[src/rtl/preload_fifo_pkg.sv]
// Shared types for the preloaded FIFO buffer.
package preload_fifo_pkg;

    // Transfers that take place at the coming clock edge.
    typedef struct packed {
        logic push;
        logic pop;
    } xfer_t;

endpackage

[src/rtl/pf_store.sv]
// Storage array of the preloaded FIFO.
// One register slot per entry; slots below PRELOAD_N take a value from
// PRELOAD_DATA on reset, the remaining slots are left unreset.
// Assumes wr_en already includes the clock enable and the push qualification.
module pf_store #(
    parameter int WIDTH     = 8,
    parameter int DEPTH     = 8,
    parameter int PRELOAD_N = 0,
    parameter logic [DEPTH*WIDTH-1:0] PRELOAD_DATA = '0,
    localparam int AW = $clog2(DEPTH)
) (
    input  logic             clk,
    input  logic             rst_n,
    input  logic             wr_en,
    input  logic [AW-1:0]    wr_addr,
    input  logic [WIDTH-1:0] wr_data,
    input  logic [AW-1:0]    rd_addr,
    output logic [WIDTH-1:0] rd_data
);

    logic [DEPTH*WIDTH-1:0] slots_flat;

    for (genvar g = 0; g < DEPTH; g++) begin : g_slot
        logic [WIDTH-1:0] slot_q;
        logic             hit;

        assign hit = wr_en && (wr_addr == AW'(g));

        if (g < PRELOAD_N) begin : g_seeded
            // Seeded slot: loads its preload word on reset, else takes writes.
            always_ff @(posedge clk) begin
                if (!rst_n) begin
                    slot_q <= PRELOAD_DATA[g*WIDTH +: WIDTH];
                end else if (hit) begin
                    slot_q <= wr_data;
                end
            end
        end else begin : g_plain
            // Unseeded slot: content is don't-care until first written.
            always_ff @(posedge clk) begin
                if (hit) begin
                    slot_q <= wr_data;
                end
            end
        end

        assign slots_flat[g*WIDTH +: WIDTH] = slot_q;
    end

    // Head word read out without a register stage.
    always_comb begin
        rd_data = slots_flat[rd_addr*WIDTH +: WIDTH];
    end

endmodule

[src/rtl/pf_ctl.sv]
// Pointer and flag control of the preloaded FIFO.
// Keeps read/write pointers and the occupancy, and drives in_ready and
// out_valid straight from registers so no input reaches an output within
// a cycle. Assumes DEPTH is a power of two, at least 2, and
// PRELOAD_N <= DEPTH.
module pf_ctl
    import preload_fifo_pkg::*;
#(
    parameter int DEPTH     = 8,
    parameter int PRELOAD_N = 0,
    localparam int AW = $clog2(DEPTH),
    localparam int CW = AW + 1
) (
    input  logic          clk,
    input  logic          rst_n,
    input  logic          en,
    input  logic          in_valid,
    input  logic          out_ready,
    output logic          in_ready,
    output logic          out_valid,
    output logic          wr_en,
    output logic [AW-1:0] wr_ptr,
    output logic [AW-1:0] rd_ptr,
    output logic [CW-1:0] occ
);

    localparam logic [CW-1:0] OCC_INIT = CW'(PRELOAD_N);
    localparam logic [CW-1:0] OCC_FULL = CW'(DEPTH);
    localparam logic [AW-1:0] WR_INIT  = AW'(PRELOAD_N % DEPTH);

    xfer_t         xf;
    logic [CW-1:0] occ_nxt;

    // Transfers are judged against the registered flags only.
    always_comb begin
        xf.push = en && in_valid && in_ready;
        xf.pop  = en && out_valid && out_ready;
    end

    // Occupancy after this cycle's transfers.
    always_comb begin
        occ_nxt = occ + CW'(xf.push) - CW'(xf.pop);
    end

    assign wr_en = xf.push;

    // Pointer, occupancy and flag registers.
    always_ff @(posedge clk) begin
        if (!rst_n) begin
            rd_ptr    <= '0;
            wr_ptr    <= WR_INIT;
            occ       <= OCC_INIT;
            in_ready  <= (PRELOAD_N < DEPTH);
            out_valid <= (PRELOAD_N > 0);
        end else if (en) begin
            if (xf.push) begin
                wr_ptr <= wr_ptr + 1'b1;
            end
            if (xf.pop) begin
                rd_ptr <= rd_ptr + 1'b1;
            end
            occ       <= occ_nxt;
            in_ready  <= (occ_nxt != OCC_FULL);
            out_valid <= (occ_nxt != '0);
        end
    end

endmodule

[src/rtl/preload_fifo.sv]
// Preloaded valid/ready FIFO buffer (top).
// Holds PRELOAD_N words from PRELOAD_DATA right after reset, entry 0 first.
// Handshake outputs are registered. Assumes DEPTH is a power of two >= 2.
module preload_fifo #(
    parameter int WIDTH     = 8,
    parameter int DEPTH     = 8,
    parameter int PRELOAD_N = 3,
    parameter logic [DEPTH*WIDTH-1:0] PRELOAD_DATA = 64'h0000_0000_00C3_B2A1
) (
    input  logic             clk,
    input  logic             rst_n,
    input  logic             en,
    input  logic [WIDTH-1:0] in_data,
    input  logic             in_valid,
    output logic             in_ready,
    output logic [WIDTH-1:0] out_data,
    output logic             out_valid,
    input  logic             out_ready
);

    localparam int AW = $clog2(DEPTH);
    localparam int CW = AW + 1;

    logic          wr_en;
    logic [AW-1:0] wr_ptr;
    logic [AW-1:0] rd_ptr;
    logic [CW-1:0] occ;

    pf_ctl #(
        .DEPTH    (DEPTH),
        .PRELOAD_N(PRELOAD_N)
    ) u_ctl (
        .clk      (clk),
        .rst_n    (rst_n),
        .en       (en),
        .in_valid (in_valid),
        .out_ready(out_ready),
        .in_ready (in_ready),
        .out_valid(out_valid),
        .wr_en    (wr_en),
        .wr_ptr   (wr_ptr),
        .rd_ptr   (rd_ptr),
        .occ      (occ)
    );

    pf_store #(
        .WIDTH       (WIDTH),
        .DEPTH       (DEPTH),
        .PRELOAD_N   (PRELOAD_N),
        .PRELOAD_DATA(PRELOAD_DATA)
    ) u_store (
        .clk    (clk),
        .rst_n  (rst_n),
        .wr_en  (wr_en),
        .wr_addr(wr_ptr),
        .wr_data(in_data),
        .rd_addr(rd_ptr),
        .rd_data(out_data)
    );

endmodule

[config.mk]
export PLATFORM = sky130hd
export DESIGN_NAME = preload_fifo
export DESIGN_NICKNAME = d
export VERILOG_FILES = /design/src/rtl/preload_fifo_pkg.sv /design/src/rtl/pf_store.sv /design/src/rtl/pf_ctl.sv /design/src/rtl/preload_fifo.sv
export SDC_FILE = /design/constraint.sdc
export NUM_CORES = 1
export LEC_CHECK = 0
export BUFFER_PORTS_ARGS = -buffer_cell sky130_fd_sc_hd__buf_4
export CORE_MARGIN = 5
export CORE_UTILIZATION = 50
export DETAILED_ROUTE_END_ITERATION = 7
export PLACE_DENSITY = 0.68
export SYNTH_ARGS = -nofsm -noshare
export SYNTH_HDL_FRONTEND = slang
export SYNTH_HIERARCHICAL = 1
export SYNTH_SLANG_ARGS = --single-unit
[constraint.sdc]
create_clock -name clk -period 3.7 [get_ports clk]
set_clock_uncertainty 0.05 [all_clocks]
set_input_delay 0.74 -clock clk [delete_from_list [all_inputs] [get_ports clk]]
set_output_delay 0.74 -clock clk [all_outputs]
set_load 0.01 [all_outputs]
==> summary.txt <==
Run status
  • Status: complete, no violations

STA
  • Relative slew slack: 0.431
  • Count of final max-slew check failures: 0
  • Fmax: 330 MHz
  • RSZ-0062 raised after global routing: false
  • Finish-stage setup viols: 0
  • Fin. Hold Viols: 0
  • Worst-margin pin slew: ~850 ps
  • Setup tns final: 0 ps
  • Crit path time final: ~3000 ps
  • Tcrit/Tclk final: 0.819
  • Hold slack: about 410 ps

Logic synthesis
  • Synth unique cells: 40
  • Synthesis-stage register bit count: 76
  • Main combinational cell family by area after synthesis: multiplexers
  • Synth Area in Adders: 0.0282
  • Synthesized area per cell: between 10 and 15 um^2
  • Synth Flop Type: edfxtp_1
  • Commonest cells post-synth: 40 x edfxtp_1, 36 x dfxtp_1, 31 x nand2_1
  • Post-synth EDFFs: 40
  • Synth top area share: 0.356
  • Synthesized area: ~3400 um^2
  • Synth area leader: edfxtp_1
  • Synth Area in Compound Gates: 0.0353
  • Synth area leaders: edfxtp_1 36%, dfxtp_1 21%, mux4_1 12%, mux2i_1 5.6%, nand2_1 3.5%
  • Seq/Total Area, Yosys: 0.570
  • Mux contribution to synthesized area: 0.208
  • Post-Synth Simple-Gate Area: 0.0999
  • Syn_nets: 260
  • Most common cell in the netlist: edfxtp_1
  • YS warnings: 6
  • Async SR Flop Fraction: 0
  • Post-Synth XOR/XNOR Area: 0.0156
  • Post-synthesis cell count: 240

Clocking
  • Post-CTS Setup Inserts: 0
  • Hold Buf Count CTS: 0
  • CTS H-tree depth: 3
  • CTS Sinks: 76
  • Post-cts repair resize count: 0
  • Worst-path clk slew: about 80 ps
  • Clock latency on the worst-skew pair: 330 ps
  • Clock root cell: clkbuf_8
  • CTS tree: done
  • Inserted Clock Buffers: 9
  • Clock buffer depth: 2

Route
  • DR DRC count: 0
  • TritonRoute pass-1 iters: 4
  • Remaining antenna violation count: 0
  • Vias per cell: between 5 and 6
  • Final WL: 6020 um
  • Post-DR wirelength/cell: 17.2 um
  • Vias: 1,885
  • DRT iter0 DRCs: 87

Critical path
  • CP max FO: 10
  • Worst path cell trace: buf_4 > mux4_1 > mux2_2 > buf_4
  • CP Launch Type: register
  • Worst R2R Path Depth: 10
  • Critical-path top delay cell: mux4_1
  • CP required: around 2900 ps
  • Reg-to-Reg End: u_ctl/in_ready$_SDFFE_PN1P_
  • Reg-to-reg startpoint: u_ctl/out_valid$_SDFFE_PN1P_
  • Worst Path Arrival: 2240 ps
  • Crit end category: primary output
  • Crit path top cell by count: buf_4
  • Max incr delay on CP: around 590 ps
  • Crit Path Category: reg2out
  • Internal reg-to-reg setup slack: ~1400 ps

Hold path
  • Hold path startpoint: u_store/g_slot[2].slot_q[5]$_SDFFE_PN0P_
  • Worst Hold Class: reg2reg
  • WHS Path Cells: 2
  • Worst Hold Path EP: u_store/g_slot[2].slot_q[5]$_SDFFE_PN0P_

Floorplan
  • Row count: 30
  • IO Pins: 23
  • Die area: around 8500 um^2
  • Die span in y: 92.1 um
  • Die width: roughly 92 um
  • CORE AREA: between 6000 and 7000 um^2
  • Initial Util: 0.504

Placed design
  • IO buf count: 22
  • Routability congestion estimate from global placement: roughly 0.74
  • Post-DP HPWL: about 3800 um

GRT
  • Gr ovfl total: 0
  • Initial antenna violation count: 0
  • Largest net degree at the start of global routing: 47
  • GR Util All Layers: 0.151
  • Vias in the first global route: around 1,800
  • First-pass GRT wire length: roughly 9400 um

Flow run
  • Max cap viols: 0

Power and ir drop
  • Worst vdd ir: 219 uV
  • PwrDens: 443 nW/um^2
  • Leakage power: about 1.4 nW

Final layout
  • Layout fillers: between 500 and 600
  • Share of cells above drive strength 1: 0.216
  • Register area: just under 2000 um^2
  • NumNets Final: 284
  • # diodes: 0
  • Area grow syn2layout: 11.3%
  • Multi-input gate area: about 1300 um^2
  • Fin util: 0.561
-- metal layers --
metal / part of all wire / global-route usage / vias up
li1: - / - / 942
met1: 0.48 / 0.198 / 917
met2: 0.49 / 0.237 / 21
met3: 0.024 / 0.0320 / 5
met4: 0.012 / 0.0780 / 0
met5: 0 / 0 / -
-- registers in the layout, summed over array words and instances, names as in the netlist --
name and count:
u_ctl/wr_ptr 3, u_ctl/out_valid 1, u_ctl/in_ready 1, u_store/g_slot.slot_q 64
u_ctl/occ 4, u_ctl/rd_ptr 3
-- layout by cell type (no fill, tap or decap), drive strengths merged, types with 2 or more instances in the layout --
cell,netlist,layout
nand3,10,10
nor3b,3,3
buf,12,30
o21ai,13,13
dfxtp,36,36
edfxtp,40,40
nand2b,2,2
nand2,31,31
xnor2,5,5
and3,4,4
clkbuf,5,14
and2,3,3
mux2,8,8
mux4,16,16
inv,7,7
a21oi,3,3
nor2b,6,6
ha,6,6
mux2i,19,19
-- through the flow --
stage | instances | power [mW] | setup slack (ps) | instance area [um^2]
floorplan | 240 | 1.08 | 1120 | 3370
CTS | 349 | 1.68 | 632 | 3750
global placement | 333 | 1.14 | 920 | 3580
finish | 349 | 1.66 | 669 | 3750
global route | 349 | 1.74 | 579 | 3750
detailed placement | 333 | 1.14 | 864 | 3580
-- area by class of cell --
cell class / instances / share of cell area
flip-flops and latches: 76 / 0.513
multi-input cells: 140 / 0.349
repair buffers: 30 / 0.0601
clock buffers: 14 / 0.0407
well taps: 80 / 0.0267
inverters: 7 / 0.00701
clock inverters: 2 / 0.00334
-- how the worst max path moves through the flow --
stage / startpoint / endpoint / slack (ps) / cells past startpoint
2_1_floorplan: out_ready / u_ctl/in_ready$_SDFFE_PN1P_ / 1120 / 11
3_3_place_gp: en / u_ctl/in_ready$_SDFFE_PN1P_ / 920 / 11
3_5_place_dp: en / u_ctl/in_ready$_SDFFE_PN1P_ / 860 / 11
4_1_cts: u_ctl/rd_ptr[0]$_SDFFE_PN0P_ / out_data[2] / 630 / 3
5_1_grt: u_ctl/rd_ptr[0]$_SDFFE_PN0P_ / out_data[1] / 580 / 3
6_report: u_ctl/rd_ptr[2]$_SDFFE_PN0P_ / out_data[4] / 670 / 4
-- kinds of logic (layout without fill, tap and decap cells) --
group,Yosys count,count (layout)
fa+ha+maj,7,7
mux,43,43
simple gates,65,65
xor+xnor,6,6
flops,76,76
compound gates,19,19
buf+inv,24,53
-- power breakdown --
| group | leakage (nW) | internal [mW] | switching [mW] |
|---|---|---|---|
| logic | 0.642 | 0.0915 | 0.0883 |
| registers | 0.654 | 0.913 | 0.0261 |
| clock network | 0.0807 | 0.262 | 0.278 |
-- critical path: cells and delay by family, from the launching register on --
family,cells,cell delay [ps]
buffers and inverters,2,440
muxes,2,890
DFF,1,570
No activity file was read; power rests on OpenSTA's default activity.
